===== src/rtl/pdm_decim_pkg.sv =====
package pdm_decim_pkg;
  localparam int unsigned DECIM_DEF = 64;
  localparam int unsigned ORDER_DEF = 4;
  localparam int unsigned PCM_W_DEF = 20;
  localparam int unsigned FIR_GAIN_LOG2 = 3;  // 10*x1 - x0 - x2 sums to 8
endpackage


===== src/rtl/pdm_decim_ctrl.sv =====
module pdm_decim_ctrl #(
  parameter int unsigned DECIM = 64,
  parameter int unsigned FILL  = 7
) (
  input  logic clk_i,
  input  logic rst_ni,
  input  logic en_i,
  output logic tick_o,
  output logic fill_done_o
);
  localparam int unsigned CNT_W  = $clog2(DECIM);
  localparam int unsigned FILL_W = $clog2(FILL + 1);

  logic [CNT_W-1:0]  cnt_q;
  logic [FILL_W-1:0] fill_q;

  assign tick_o      = en_i && (cnt_q == CNT_W'(DECIM - 1));
  assign fill_done_o = (fill_q == FILL_W'(FILL));

  always_ff @(posedge clk_i or negedge rst_ni) begin
    if (!rst_ni) begin
      cnt_q  <= '0;
      fill_q <= '0;
    end else if (en_i) begin
      cnt_q <= cnt_q + 1'b1;
      if (tick_o && !fill_done_o) fill_q <= fill_q + 1'b1;
    end
  end

  a_r1_phase_wrap: assert property (@(posedge clk_i) disable iff (!rst_ni)
    tick_o |=> (cnt_q == '0));
  a_r7_idle_hold: assert property (@(posedge clk_i) disable iff (!rst_ni)
    !en_i |=> ($stable(cnt_q) && $stable(fill_q)));
endmodule


===== src/rtl/cic_integ.sv =====
module cic_integ #(
  parameter int unsigned ORDER = 4,
  parameter int unsigned ACC_W = 26
) (
  input  logic                    clk_i,
  input  logic                    rst_ni,
  input  logic                    en_i,
  input  logic                    bit_i,
  output logic signed [ACC_W-1:0] acc_o
);
  logic signed [ACC_W-1:0] stage_q [ORDER];

  for (genvar s = 0; s < ORDER; s++) begin : g_stage
    logic signed [ACC_W-1:0] add_in;
    logic signed [ACC_W-1:0] sum_q;
    if (s == 0) begin : g_first
      assign add_in = bit_i ? ACC_W'(1) : {ACC_W{1'b1}};
    end else begin : g_next
      assign add_in = stage_q[s-1];
    end
    // wrap-around accumulation; the combs cancel the overflow
    always_ff @(posedge clk_i or negedge rst_ni) begin
      if (!rst_ni)   sum_q <= '0;
      else if (en_i) sum_q <= sum_q + add_in;
    end
    assign stage_q[s] = sum_q;
  end

  assign acc_o = stage_q[ORDER-1];

  a_r7_integ_idle: assert property (@(posedge clk_i) disable iff (!rst_ni)
    !en_i |=> $stable(acc_o));
endmodule


===== src/rtl/cic_comb.sv =====
module cic_comb #(
  parameter int unsigned ORDER = 4,
  parameter int unsigned ACC_W = 26
) (
  input  logic                    clk_i,
  input  logic                    rst_ni,
  input  logic                    tick_i,
  input  logic signed [ACC_W-1:0] acc_i,
  output logic signed [ACC_W-1:0] out_o,
  output logic                    valid_o
);
  localparam logic signed [ACC_W-1:0] LIM = ACC_W'(1) <<< (ACC_W - 2);

  logic signed [ACC_W-1:0] diff [ORDER];

  for (genvar s = 0; s < ORDER; s++) begin : g_stage
    logic signed [ACC_W-1:0] din;
    logic signed [ACC_W-1:0] dly_q;
    if (s == 0) begin : g_first
      assign din = acc_i;
    end else begin : g_next
      assign din = diff[s-1];
    end
    assign diff[s] = din - dly_q;
    always_ff @(posedge clk_i or negedge rst_ni) begin
      if (!rst_ni)     dly_q <= '0;
      else if (tick_i) dly_q <= din;
    end
  end

  always_ff @(posedge clk_i or negedge rst_ni) begin
    if (!rst_ni) begin
      out_o   <= '0;
      valid_o <= 1'b0;
    end else begin
      valid_o <= tick_i;
      if (tick_i) out_o <= diff[ORDER-1];
    end
  end

  a_r2_cic_bound: assert property (@(posedge clk_i) disable iff (!rst_ni)
    valid_o |-> ((out_o <= LIM) && (out_o >= -LIM)));
endmodule


===== src/rtl/comp_fir.sv =====
module comp_fir #(
  parameter int unsigned ACC_W = 26,
  parameter int unsigned PCM_W = 20,
  parameter int unsigned SHIFT = 8
) (
  input  logic                    clk_i,
  input  logic                    rst_ni,
  input  logic                    in_valid_i,
  input  logic signed [ACC_W-1:0] in_i,
  input  logic                    allow_i,
  output logic signed [PCM_W-1:0] pcm_o,
  output logic                    valid_o
);
  localparam int unsigned SUM_W = ACC_W + 4;
  localparam logic signed [SUM_W-1:0] P_MAX = (SUM_W'(1) <<< (PCM_W - 1)) - SUM_W'(1);
  localparam logic signed [SUM_W-1:0] P_MIN = -P_MAX - SUM_W'(1);

  logic signed [ACC_W-1:0] x1_q, x2_q;
  logic signed [SUM_W-1:0] e_new, e_mid, e_old, sum, shifted;
  logic signed [PCM_W-1:0] pcm_d;
  logic                    sat_hi, sat_lo;

  assign e_new   = SUM_W'(in_i);
  assign e_mid   = SUM_W'(x1_q);
  assign e_old   = SUM_W'(x2_q);
  // taps -1, 10, -1
  assign sum     = (e_mid <<< 3) + (e_mid <<< 1) - e_new - e_old;
  assign shifted = sum >>> SHIFT;
  assign sat_hi  = shifted > P_MAX;
  assign sat_lo  = shifted < P_MIN;
  assign pcm_d   = sat_hi ? PCM_W'(P_MAX) : sat_lo ? PCM_W'(P_MIN) : shifted[PCM_W-1:0];

  always_ff @(posedge clk_i or negedge rst_ni) begin
    if (!rst_ni) begin
      x1_q    <= '0;
      x2_q    <= '0;
      pcm_o   <= '0;
      valid_o <= 1'b0;
    end else begin
      valid_o <= in_valid_i && allow_i;
      if (in_valid_i) begin
        x1_q <= in_i;
        x2_q <= x1_q;
        if (allow_i) pcm_o <= pcm_d;
      end
    end
  end

  a_r1_fir_follows: assert property (@(posedge clk_i) disable iff (!rst_ni)
    valid_o |-> $past(in_valid_i));
  a_r8_fir_hold: assert property (@(posedge clk_i) disable iff (!rst_ni)
    !valid_o |-> $stable(pcm_o));
endmodule


===== src/rtl/pdm_decim_top.sv =====
module pdm_decim_top
  import pdm_decim_pkg::*;
#(
  parameter int unsigned DECIM = DECIM_DEF,
  parameter int unsigned ORDER = ORDER_DEF,
  parameter int unsigned PCM_W = PCM_W_DEF
) (
  input  logic                    clk_i,
  input  logic                    rst_ni,
  input  logic                    pdm_en_i,
  input  logic                    left_bit_i,
  input  logic                    right_bit_i,
  output logic                    pcm_valid_o,
  output logic signed [PCM_W-1:0] pcm_left_o,
  output logic signed [PCM_W-1:0] pcm_right_o
);
  localparam int unsigned ACC_W = 2 + ORDER * $clog2(DECIM);
  localparam int unsigned SHIFT = (ACC_W - 2) - (PCM_W - 1) + FIR_GAIN_LOG2;
  localparam int unsigned FILL  = ORDER + 3;
  localparam int unsigned NCH   = 2;

  logic                    tick, fill_done;
  logic [NCH-1:0]          ch_bit, ch_valid;
  logic signed [PCM_W-1:0] ch_pcm [NCH];

  assign ch_bit = {right_bit_i, left_bit_i};

  pdm_decim_ctrl #(.DECIM(DECIM), .FILL(FILL)) u_ctrl (
    .clk_i, .rst_ni, .en_i(pdm_en_i), .tick_o(tick), .fill_done_o(fill_done)
  );

  for (genvar c = 0; c < NCH; c++) begin : g_ch
    logic signed [ACC_W-1:0] acc, cic;
    logic                    cic_v;
    cic_integ #(.ORDER(ORDER), .ACC_W(ACC_W)) u_integ (
      .clk_i, .rst_ni, .en_i(pdm_en_i), .bit_i(ch_bit[c]), .acc_o(acc)
    );
    cic_comb #(.ORDER(ORDER), .ACC_W(ACC_W)) u_comb (
      .clk_i, .rst_ni, .tick_i(tick), .acc_i(acc), .out_o(cic), .valid_o(cic_v)
    );
    comp_fir #(.ACC_W(ACC_W), .PCM_W(PCM_W), .SHIFT(SHIFT)) u_fir (
      .clk_i, .rst_ni, .in_valid_i(cic_v), .in_i(cic), .allow_i(fill_done),
      .pcm_o(ch_pcm[c]), .valid_o(ch_valid[c])
    );
  end

  assign pcm_valid_o = ch_valid[0];
  assign pcm_left_o  = ch_pcm[0];
  assign pcm_right_o = ch_pcm[1];

  a_r1_single_pulse: assert property (@(posedge clk_i) disable iff (!rst_ni)
    pcm_valid_o |=> !pcm_valid_o);
  a_r5_lockstep: assert property (@(posedge clk_i) disable iff (!rst_ni)
    ch_valid[0] == ch_valid[1]);
  a_r6_no_early_strobe: assert property (@(posedge clk_i) disable iff (!rst_ni)
    !fill_done |=> !pcm_valid_o);
  a_r8_hold_right: assert property (@(posedge clk_i) disable iff (!rst_ni)
    !pcm_valid_o |-> $stable(pcm_right_o));
endmodule


===== config.mk =====
export PLATFORM = sky130hd
export DESIGN_NAME = pdm_decim_top
export DESIGN_NICKNAME = d
export VERILOG_FILES = /design/src/rtl/pdm_decim_pkg.sv /design/src/rtl/pdm_decim_ctrl.sv /design/src/rtl/cic_integ.sv /design/src/rtl/cic_comb.sv /design/src/rtl/comp_fir.sv /design/src/rtl/pdm_decim_top.sv
export SDC_FILE = /design/constraint.sdc
export NUM_CORES = 2
export LEC_CHECK = 0
export CORE_MARGIN = 4
export CORE_UTILIZATION = 65
export CTS_BUF_LIST = sky130_fd_sc_hd__clkbuf_4
export DETAILED_ROUTE_END_ITERATION = 8
export PLACE_DENSITY = 0.83
export REMOVE_ABC_BUFFERS = 1
export SKIP_LAST_GASP = 1
export SYNTH_ARGS = -nofsm -noshare
export SYNTH_HDL_FRONTEND = slang
export SYNTH_SLANG_ARGS = --single-unit

===== constraint.sdc =====
create_clock -name clk_i -period 9.3 [get_ports clk_i]
set_input_delay 1.86 -clock clk_i [delete_from_list [all_inputs] [get_ports clk_i]]
set_output_delay 1.86 -clock clk_i [all_outputs]
set_load 0.02 [all_outputs]

==> reports/qor.yml <==
synth_area_per_cell_sq_um: 9.39
globalplace.congestion: 0.863
async_flop_share: 1.00
cts_root_buffer: "clkbuf_4"
drtAntennaViolNets: 0
yosys_most_used_dff: "dfrtp_1"
worstPathRequired_ns: 10.09
yosys_register_bits: 623
drt_iter0_markers: 1563
yosysSeqAreaShare: 0.347
regToRegSetupSlack_ns: 1.58
crit_path_end_kind: "flop"
grt_pass1_vias: 33333
htreeDepth: 4
final_nets: 5489
synth_cells: 4787
grt_max_degree: 185
final_cell_mix: "622 x dfrtp_1, 512 x nand2_1, 463 x o21ai_0, 463 x ha_1, 427 x inv_1"
clock-sinks: 623
grt_use_met3: 0.0385
grt_overflow: 0
grtUsageMet2: 0.392
synth_warnings: 0
layout_commonest_cell: "dfrtp_1"
worstPathArrival_ns: 8.50
clk_latency_ns: 0.99
drv_slew: 0
num_vias: 33075
synthXorXnorAreaFrac: 0.0792
core-area_sq_um: 68600
multi_input_comb_area_sq_um: 27300
fin_crit_sh: 0.830
cts_hold_buffers: 0
dr.pass1.iters: 7
core.rowCount: 96
grt-busiest-layer: "met2"
initial_utilization: 0.655
worst_clock_skew_ns: 0.0614
crit_fanout: 6
yosysTopAreaCellShare: 0.347
die_h_um: 271
crit_slowest_cell: "fa_1"
yosysUniqueCellTypes: 93
regArea_sq_um: 15600
layout-drive-gt1-share: 0.106
drt-total-wl_um: 81800
muxShareOfSynthArea: 0.0575
clockBufferDepth: 3
fp.dieArea_sq_um: 73400
synthesis.area_sq_um: 44900
io_pins: 46
cts_resized: 0
synthSimpleGateAreaFrac: 0.107
crit_path_start_kind: "flop"
synth_compound_area_frac: 0.181
vias_per_cell: 5.57
max_cap_viol_count: 0
min_path_type: "flop to flop"
antenna_found_initial: 1
track_usage: 0.227
synth-edff-count: 0
min_period_ns: 7.72
drc: 0
finalSetupViolCount: 0
critical_path_class: "flop to flop"
wire_per_inst_um: 13.8
hold_viol_final: 0
worstMarginPinSlew_ns: 1.15
fmax_ghz: 0.130
fill_cells: 5083
synth_fa_ha_area_frac: 0.182
dpl.hpwl_um: 59100
clk_pin_slew_ns: 0.06
outcome: "finished, final reports clean"
cts_setup_buffers: 0
synth_top_family_by_area: "adder cells"
fin_setup_tns_ns: 0
synth.largest_area_cell: "dfrtp_1"
cts_buffers: 166
rsz0062_at_grt: "no"
max_stage_delay_ns: 0.40
area_growth_pct: 7.59
ys_top_cells_by_area: "dfrtp_1 35%, ha_1 13%, mux2_2 5.6%"
portBuffers: 45
cts_tree: "done"
slew_headroom: 0.234
die_w_um: 271
grt_pass1_wl_um: 146000
use_met1: 0.294
==> layout make-up <==
| class | count | area share |
|---|---|---|
| clock buffers | 236 | 0.0366 |
| flip-flops and latches | 623 | 0.323 |
| repair buffers | 58 | 0.0126 |
| multi-input cells | 3623 | 0.565 |
| diodes | 1 | 0.0000518 |
| well taps | 931 | 0.0241 |
| clock inverters | 39 | 0.00577 |
| inverters | 429 | 0.0335 |
==> metrics by stage <==
| stage | util | worst slack (ns) | hold WS [ns] | instance area, sq um | std cells |
|---|---|---|---|---|---|
| 2_1_floorplan | - | 0.362 | 0.442 | 44500 | 4675 |
| 3_3_place_gp | 0.675 | 1.79 | 0.457 | 46300 | 5664 |
| 3_5_place_dp | 0.675 | 1.69 | 0.467 | 46300 | 5664 |
| 4_1_cts | 0.705 | 1.60 | 0.475 | 48300 | 5939 |
| 5_1_grt | 0.705 | 0.803 | 0.493 | 48300 | 5940 |
| 6_report | 0.705 | 1.58 | 0.475 | 48300 | 5940 |
==> critical path: cells and delay by family, from the launching register on <==
family          cells  cell delay, ns
compound gates     21            3.88
fa+ha+maj           5            1.57
xor+xnor            5            0.93
simple gates        4            0.55
flops               1            0.38
buf+inv             3            0.24
==> final timing paths <==
| kind | startpoint | end | cells past startpoint |
|---|---|---|---|
| setup / recovery | g_ch[0].u_integ.acc_o[0]$_DFFE_PN0P_ | g_ch[0].u_comb.out_o[25]$_DFFE_PN0P_ | 38 |
| hold / removal | g_ch[0].u_fir.pcm_o[19]$_DFFE_PN0P_ | g_ch[0].u_fir.pcm_o[19]$_DFFE_PN0P_ | 2 |
| setup reg to reg | g_ch[0].u_integ.acc_o[0]$_DFFE_PN0P_ | g_ch[0].u_comb.out_o[25]$_DFFE_PN0P_ | 38 |
| hold reg to reg | g_ch[0].u_fir.pcm_o[19]$_DFFE_PN0P_ | g_ch[0].u_fir.pcm_o[19]$_DFFE_PN0P_ | 2 |
| max in group asynchronous | rst_ni | g_ch[1].u_fir.x1_q[25]$_DFFE_PN0P_ | 2 |
| min in group asynchronous | rst_ni | g_ch[0].u_integ.g_stage[0].sum_q[3]$_DFFE_PN0P_ | 1 |
==> state kept, by name (all words and copies together) (netlist names) <==
name / cells
g_ch.u_comb.g_stage.dly_q: 208
g_ch.u_comb.out_o: 52
g_ch.u_comb.valid_o: 1
g_ch.u_fir.pcm_o: 40
g_ch.u_fir.valid_o: 1
g_ch.u_fir.x1_q: 52
g_ch.u_fir.x2_q: 52
g_ch.u_integ.acc_o: 52
g_ch.u_integ.g_stage.sum_q: 156
u_ctrl.cnt_q: 6
u_ctrl.fill_q: 3
==> Yosys cell counts (28+ instances only) <==
master      n
fa_1      120
mux2_2    224
a21oi_1   341
o21bai_1   47
o21a_1     54
nand3_1    62
clkbuf_1  101
xor2_1    135
a211oi_1   28
nor2_1    222
dfrtp_1   623
o21ai_0   463
inv_1     427
a31oi_1    29
ha_1      463
nor2b_1    44
a21o_1    175
o211ai_1   29
nor3_1     68
nand2b_1   46
xnor2_1   266
nand2_1   512
==> kinds of logic (layout without fill, tap and decap cells) <==
| kind of cell | Yosys count | count (layout) |
|---|---|---|
| mux | 230 | 230 |
| compound gates | 1328 | 1328 |
| xor+xnor | 403 | 403 |
| fa+ha+maj | 583 | 583 |
| other cells | 0 | 1 |
| flops | 623 | 623 |
| simple gates | 1079 | 1079 |
| buf+inv | 541 | 762 |
==> per-layer routing <==
layer	part of all wire	up-vias	routed length (um)
li1	-	17018	-
met1	0.47	15480	38200
met2	0.48	427	39300
met3	0.031	150	2560
met4	0.021	0	1690
met5	0	-	0
Power is left out: the tool's default activity adds up to more than one toggle a clock period on the data nets, which glitch-free logic cannot reach.
